### src/rtl/kcr_pkg.sv
package kcr_pkg;

  localparam int unsigned CTL_W   = 8;
  localparam int unsigned FIELD_W = 4;

  localparam int unsigned POS_ST_EN  = 0;
  localparam int unsigned POS_ST_DIR = 1;
  localparam int unsigned POS_YINV   = 2;
  localparam int unsigned POS_BYPASS = 3;
  localparam int unsigned POS_CLRERR = 5;
  localparam int unsigned POS_KEY0   = 6;
  localparam int unsigned POS_KEY1   = 7;

  typedef logic [1:0] key_t;

  localparam key_t KEY_ABORT = 2'b00;
  localparam key_t KEY_STEP1 = 2'b10;
  localparam key_t KEY_STEP2 = 2'b11;
  localparam key_t KEY_STEP3 = 2'b01;

  typedef enum logic [1:0] {
    TRK_IDLE   = 2'd0,
    TRK_ARMED  = 2'd1,
    TRK_PRIMED = 2'd2
  } trk_e;

  typedef struct packed {
    logic bypass;
    logic yinv;
    logic st_dir;
    logic st_en;
  } ctl_fields_t;

endpackage

### src/rtl/kcr_rst_sync.sv
module kcr_rst_sync #(
  parameter int unsigned STAGES = 2
) (
  input  logic clk,
  input  logic rst_n,
  output logic rst_n_sync
);

  logic [STAGES-1:0] chain_q;
  logic [STAGES-1:0] chain_d;

  generate
    if (STAGES == 1) begin : g_single
      assign chain_d = 1'b1;
    end else begin : g_multi
      assign chain_d = {chain_q[STAGES-2:0], 1'b1};
    end
  endgenerate

  always_ff @(posedge clk or negedge rst_n) begin
    if (!rst_n) chain_q <= '0;
    else        chain_q <= chain_d;
  end

  assign rst_n_sync = chain_q[STAGES-1];

endmodule

### src/rtl/kcr_addr_dec.sv
module kcr_addr_dec #(
  parameter int unsigned           ADDR_W   = 8,
  parameter logic [ADDR_W-1:0]     CTL_ADDR = 'h0E
) (
  input  logic [ADDR_W-1:0] bus_addr,
  input  logic              bus_wr,
  input  logic              bus_rd,
  input  logic              block_wr,
  output logic              wr_ok,
  output logic              rd_ok
);

  logic hit;

  assign hit   = (bus_addr == CTL_ADDR);
  assign wr_ok = bus_wr & hit & ~block_wr;
  assign rd_ok = bus_rd & hit;

endmodule

### src/rtl/kcr_key_tracker.sv
module kcr_key_tracker
  import kcr_pkg::*;
(
  input  logic clk,
  input  logic rst_n,
  input  logic wr_ok,
  input  key_t wr_key,
  input  logic kill,
  output logic fire_q
);

  trk_e st_q, st_d;
  logic fire_d;

  always_comb begin
    st_d   = st_q;
    fire_d = 1'b0;
    if (kill) begin
      st_d = TRK_IDLE;
    end else if (wr_ok) begin
      if (wr_key == KEY_STEP1) begin
        st_d = TRK_ARMED;
      end else if (st_q == TRK_ARMED && wr_key == KEY_STEP2) begin
        st_d = TRK_PRIMED;
      end else if (st_q == TRK_PRIMED && wr_key == KEY_STEP3) begin
        st_d   = TRK_IDLE;
        fire_d = 1'b1;
      end else begin
        st_d = TRK_IDLE;
      end
    end
  end

  always_ff @(posedge clk or negedge rst_n) begin
    if (!rst_n) begin
      st_q   <= TRK_IDLE;
      fire_q <= 1'b0;
    end else begin
      st_q   <= st_d;
      fire_q <= fire_d;
    end
  end


  fire_single_chk: assert property (@(posedge clk) disable iff (!rst_n)
    fire_q |=> !fire_q);


  fire_from_primed_chk: assert property (@(posedge clk) disable iff (!rst_n)
    fire_q |-> $past(st_q == TRK_PRIMED && wr_key == KEY_STEP3));


  hold_without_write_chk: assert property (@(posedge clk) disable iff (!rst_n)
    (!wr_ok && !kill) |=> $stable(st_q));


  abort_to_idle_chk: assert property (@(posedge clk) disable iff (!rst_n)
    (wr_ok && wr_key == KEY_ABORT) |=> (st_q == TRK_IDLE && !fire_q));


  kill_clears_chk: assert property (@(posedge clk) disable iff (!rst_n)
    kill |=> (st_q == TRK_IDLE && !fire_q));

endmodule

### src/rtl/kcr_field_store.sv
module kcr_field_store
  import kcr_pkg::*;
(
  input  logic             clk,
  input  logic             rst_n,
  input  logic             wr_ok,
  input  logic [CTL_W-1:0] wdata,
  input  logic             clear,
  output ctl_fields_t      fields_q,
  output logic             clr_err_q
);

  ctl_fields_t fields_d;
  logic        fields_en;
  logic        clr_err_d;

  always_comb begin
    fields_en = clear | wr_ok;
    fields_d  = fields_q;
    if (clear) begin
      fields_d = '0;
    end else if (wr_ok) begin
      fields_d = ctl_fields_t'(wdata[FIELD_W-1:0]);
    end
    clr_err_d = wr_ok & wdata[POS_CLRERR];
  end

  always_ff @(posedge clk or negedge rst_n) begin
    if (!rst_n) begin
      fields_q <= '0;
    end else if (fields_en) begin
      fields_q <= fields_d;
    end
  end

  always_ff @(posedge clk or negedge rst_n) begin
    if (!rst_n) clr_err_q <= 1'b0;
    else        clr_err_q <= clr_err_d;
  end


  clear_zeroes_chk: assert property (@(posedge clk) disable iff (!rst_n)
    clear |=> (fields_q == '0));


  clr_err_cause_chk: assert property (@(posedge clk) disable iff (!rst_n)
    clr_err_q |-> $past(wr_ok && wdata[POS_CLRERR]));


  store_on_write_chk: assert property (@(posedge clk) disable iff (!rst_n)
    (wr_ok && !clear) |=> (fields_q == $past(wdata[FIELD_W-1:0])));

endmodule

### src/rtl/kcr_readback.sv
module kcr_readback
  import kcr_pkg::*;
(
  input  logic             rd_ok,
  input  ctl_fields_t      fields,
  output logic [CTL_W-1:0] rdata
);

  always_comb begin
    rdata = '0;
    if (rd_ok) begin
      rdata[POS_BYPASS] = fields.bypass;
      rdata[POS_YINV]   = fields.yinv;
      rdata[POS_ST_DIR] = fields.st_dir;
      rdata[POS_ST_EN]  = fields.st_en;
    end
  end

endmodule

### src/rtl/keyed_ctl_reg.sv
module keyed_ctl_reg
  import kcr_pkg::*;
#(
  parameter int unsigned       ADDR_W      = 8,
  parameter logic [ADDR_W-1:0] CTL_ADDR    = 'h0E,
  parameter int unsigned       SYNC_STAGES = 2
) (
  input  logic              clk,
  input  logic              rst_n,
  input  logic [ADDR_W-1:0] bus_addr,
  input  logic [CTL_W-1:0]  bus_wdata,
  input  logic              bus_wr,
  input  logic              bus_rd,
  output logic [CTL_W-1:0]  bus_rdata,
  output logic              hp_bypass,
  output logic              y_invert,
  output logic              st_dir,
  output logic              st_en,
  output logic              clr_err_pulse,
  output logic              soft_rst_pulse
);

  logic        rst_n_s;
  logic        wr_ok;
  logic        rd_ok;
  logic        fire_q;
  key_t        wr_key;
  ctl_fields_t fields_q;

  kcr_rst_sync #(.STAGES(SYNC_STAGES)) u_rst_sync (
    .clk        (clk),
    .rst_n      (rst_n),
    .rst_n_sync (rst_n_s)
  );

  kcr_addr_dec #(.ADDR_W(ADDR_W), .CTL_ADDR(CTL_ADDR)) u_dec (
    .bus_addr (bus_addr),
    .bus_wr   (bus_wr),
    .bus_rd   (bus_rd),
    .block_wr (fire_q),
    .wr_ok    (wr_ok),
    .rd_ok    (rd_ok)
  );

  assign wr_key = {bus_wdata[POS_KEY1], bus_wdata[POS_KEY0]};

  kcr_key_tracker u_trk (
    .clk    (clk),
    .rst_n  (rst_n_s),
    .wr_ok  (wr_ok),
    .wr_key (wr_key),
    .kill   (fire_q),
    .fire_q (fire_q)
  );

  kcr_field_store u_store (
    .clk       (clk),
    .rst_n     (rst_n_s),
    .wr_ok     (wr_ok),
    .wdata     (bus_wdata),
    .clear     (fire_q),
    .fields_q  (fields_q),
    .clr_err_q (clr_err_pulse)
  );

  kcr_readback u_rb (
    .rd_ok  (rd_ok),
    .fields (fields_q),
    .rdata  (bus_rdata)
  );

  assign hp_bypass      = fields_q.bypass;
  assign y_invert       = fields_q.yinv;
  assign st_dir         = fields_q.st_dir;
  assign st_en          = fields_q.st_en;
  assign soft_rst_pulse = fire_q;


  rdata_upper_zero_chk: assert property (@(posedge clk) disable iff (!rst_n_s)
    bus_rdata[CTL_W-1:FIELD_W] == '0);


  foreign_write_ignored_chk: assert property (@(posedge clk) disable iff (!rst_n_s)
    (bus_addr != CTL_ADDR && !fire_q) |=>
      $stable({hp_bypass, y_invert, st_dir, st_en}) && !clr_err_pulse);


  pulse_blocks_write_chk: assert property (@(posedge clk) disable iff (!rst_n_s)
    soft_rst_pulse |=> (!clr_err_pulse && !soft_rst_pulse &&
                        {hp_bypass, y_invert, st_dir, st_en} == 4'b0000));

endmodule

### config.mk
export PLATFORM = sky130hd
export DESIGN_NAME = keyed_ctl_reg
export DESIGN_NICKNAME = d
export VERILOG_FILES = /design/src/rtl/kcr_pkg.sv /design/src/rtl/kcr_rst_sync.sv /design/src/rtl/kcr_addr_dec.sv /design/src/rtl/kcr_key_tracker.sv /design/src/rtl/kcr_field_store.sv /design/src/rtl/kcr_readback.sv /design/src/rtl/keyed_ctl_reg.sv
export SDC_FILE = /design/constraint.sdc
export NUM_CORES = 1
export LEC_CHECK = 0
export BUFFER_PORTS_ARGS = -buffer_cell sky130_fd_sc_hd__buf_2
export CORE_MARGIN = 2
export CORE_UTILIZATION = 34
export DETAILED_ROUTE_END_ITERATION = 8
export PLACE_DENSITY = 0.83
export SLEW_MARGIN = 30
export SYNTH_ARGS = -nofsm -noshare
export SYNTH_HDL_FRONTEND = slang
export SYNTH_SLANG_ARGS = --single-unit
### constraint.sdc
create_clock -name clk -period 0.9 [get_ports clk]
set_clock_uncertainty 0.2 [all_clocks]
set_input_delay 0.135 -clock clk [delete_from_list [all_inputs] [get_ports clk]]
set_output_delay 0.135 -clock clk [all_outputs]
set_load 0.01 [all_outputs]
==> flow_summary.yaml <==
status:
  status: "finished, violations left"
  violations: "negative hold slack, negative setup slack"
clock_tree:
  cts_tree: "yes"
  clk_latency_ns: 0.26
  cts-buffers-inserted: 3
  h-tree-depth: 1
  clockBufferDepth: 2
  cts.sinks: 10
  root_buffer: "clkbuf_4"
  cts_hold_buffers: 1
  path_clk_slew_ns: 0.06
cells_and_area:
  post-route-util_pct: 57.50
  area_growth_pct: 58.20
  diodes: 0
  drive_gt1_share_pct: 64.10
  final_cells: 93
  final_nets: 100
floorplan:
  design.core.area_mm2: 0.001301
  die_h_um: 41.30
  io_pins: 34
  dieWidth_um: 41.30
  num_rows: 13
  die_area_mm2: 0.001705
  start_util_pct: 36.35
synth:
  synth.avg_cell_area_um2: 11.54
  synthTopCellsByCount: "dfrtp_1 (10), a22o_1 (5), buf_4 (5), inv_1 (5), nor2_1 (4)"
  yosysSeqAreaShare_pct: 52.91
  ys_top_cells_by_area: "dfrtp_1 (53%), a22o_1 (9.3%), buf_4 (7.9%), nor4b_4 (5.0%), and4b_1 (4.2%)"
  syn_inst: 41
  synthAdderAreaFrac_pct: 0
  synth.distinct_cells: 14
  ys_warn_count: 0
  netlist_area_um2: 473.0
  synth.most_common_cell: "dfrtp_1"
  synth_top_family_by_area: "simple AND/OR/NAND/NOR gates"
  synth_top_cell_by_area: "dfrtp_1"
  synth-compound-area-share_pct: 12.96
  synth-xor-area-share_pct: 0
  yosys.area_share.simple_pct: 20.63
  synthArstFlopShare_pct: 100.0
  ys.flop_type: "dfrtp_1"
  ys_ff_latch: 10
  synth_edf_count: 0
  synth_top_area_share_pct: 52.91
  synthMuxAreaShare_pct: 0
power_and_ir_drop:
  vdd_drop_max_mv: 0.8076
  pwr_density_cell_mw_per_mm2: 1167
  leakage_nw: 0.4079
place:
  place_inst: 84
  gp_congestion: 0.6275
  dp_hpwl_um: 808.7
  port_buffers: 28
timing:
  setup_violations: 18
  final.min_clock_period_ns: 1.289
  rsz0062_at_grt: "yes"
  hold_viol_final: 16
  fin_crit_sh_pct: 143.2
  max_freq_ghz: 0.7760
  holdWs_ns: -0.09974
  drv_slew: 0
  totalNegativeSetupSlack_ns: -5.632
  layout_setup_ws_ns: -0.3887
job:
  cap_violations: 0
detailed_routing:
  avgViaCountPerCell: 4.559
  post_drt_wl_per_cell_um: 11.90
  num_vias: 424
  drtIter0Drc: 2
  drtAntennaViolNets: 0
  routed_wl_mm: 1.107
  drtPass1Iterations: 3
  drcViolationCount: 0
worst_setup_path:
  cp_num_buf_inv: 2
  worstSetupPathType: "primary input to primary output"
  path_cells: "buf_2 -> and4bb_2 -> nand3_2 -> nor2_2 -> buf_2"
  cpLargestDelayFamily: "simple AND/OR/NAND/NOR gates"
  cpMaxStageDelayCell: "and4bb_2"
  cp-end-kind: "primary output"
  startpoint_type: "primary input"
  cp_slowest_stage_delay_ns: 0.34
  crit_fanout: 4
  crit_top_cell: "buf_2"
  required_ns: 0.56
  cp.arrival_ns: 0.95
global_route:
  grt_first_pass_wirelength_mm: 1.704
  grt_usage_pct: 16.46
  grt_pass1_vias: 426
  antenna_found_initial: 0
  grt_overflow: 0
  grt_max_degree: 9
hold_path:
  hp-class: "primary input to register"
timing repair:
action                     CTS  global route
setup endpoints to repair   18            18
hold endpoints to repair    17            16
gates resized for setup      8             4
buffers inserted             5             0
pin swaps                   10             6
worst register-to-register path, cell delays in order (launching register included):
cell,delay (ns)
dfrtp_1,0.35
and4b_2,0.25
buf_6,0.13
a32o_2,0.22
per-stage QoR:
stage | hold slack, ns | area [um^2] | power [mW] | setup WS, ns
2_1_floorplan | -0.3606 | 498.0 | 0.5313 | -0.3550
3_3_place_gp | -0.2797 | 630.6 | 0.5744 | -0.4780
3_5_place_dp | -0.2797 | 630.6 | 0.5762 | -0.5371
4_1_cts | -0.1068 | 742.0 | 0.8872 | -0.4249
5_1_grt | -0.1037 | 748.2 | 0.9219 | -0.4643
6_report | -0.09974 | 748.2 | 0.8729 | -0.3887
layout by cell type (no fill, tap or decap):
cell type | Yosys | layout
buf_2 | 0 | 25
dfrtp_1 | 10 | 10
buf_6 | 0 | 6
inv_1 | 5 | 5
a22o_1 | 5 | 5
conb_1 | 2 | 5
nor2_2 | 0 | 4
buf_4 | 5 | 4
clkbuf_4 | 0 | 3
and2_4 | 0 | 2
and4bb_2 | 0 | 1
nor4b_4 | 1 | 1
nand3_2 | 0 | 1
and4b_2 | 0 | 1
nor4b_1 | 1 | 1
a31oi_2 | 0 | 1
and4b_1 | 2 | 1
a32o_2 | 1 | 1
dlygate4sd3_1 | 0 | 1
cells by family (layout without fill, tap and decap cells):
group / after synthesis / after routing
AOI/OAI and AO/OA: 7 / 7
other: 2 / 5
DFF: 10 / 10
and+or+nand+nor: 12 / 12
buffers and inverters: 10 / 44
power breakdown:
| part | internal, mW | switching, mW |
|---|---|---|
| sequential | 0.464 | 0.0148 |
| combinational | 0.0652 | 0.0467 |
| clock | 0.153 | 0.129 |
| total | 0.682 | 0.190 |
worst paths after layout:
kind	startpoint	end	slack, ns	cells after the start
hold reg to reg	u_rst_sync.chain_q[1]$_DFF_PN0_	u_store.fields_q[2]$_DFFE_PN0P_	-0.07	0
hold / removal	bus_wdata[3]	u_store.fields_q[3]$_DFFE_PN0P_	-0.1	2
max in group asynchronous	u_rst_sync.chain_q[1]$_DFF_PN0_	u_trk.st_q[0]$_DFFE_PN0P_	0.32	0
setup reg to reg	u_trk.fire_q$_DFF_PN0_	u_trk.st_q[0]$_DFFE_PN0P_	-0.37	3
min in group asynchronous	u_rst_sync.chain_q[1]$_DFF_PN0_	u_store.fields_q[2]$_DFFE_PN0P_	-0.07	0
setup / recovery	bus_addr[4]	bus_rdata[0]	-0.39	5
routing by layer:
layer / vias up / track usage [%] / wire [um]
met3: 0 / 9.043 / 103
met4: 0 / 6.452 / 0
li1: 210 / - / -
met1: 195 / 14.58 / 398
met5: - / 0 / 0
met2: 19 / 30.47 / 605
cell type report:
cell class | instances | area, um^2
multi-input cells | 24 | 205.2
fillers | 116 | 553.0
well taps | 15 | 18.77
flip-flops and latches | 10 | 250.2
clock buffers | 3 | 22.52
repair buffers | 36 | 232.7
inverters | 5 | 18.77
flip-flops by register name, summed over array words and instances, names as in the netlist:
signal / flops
u_store.fields_q: 4
u_rst_sync.chain_q: 2
u_trk.st_q: 2
u_store.clr_err_q: 1
u_trk.fire_q: 1
Power figures use the tool's default switching activity.
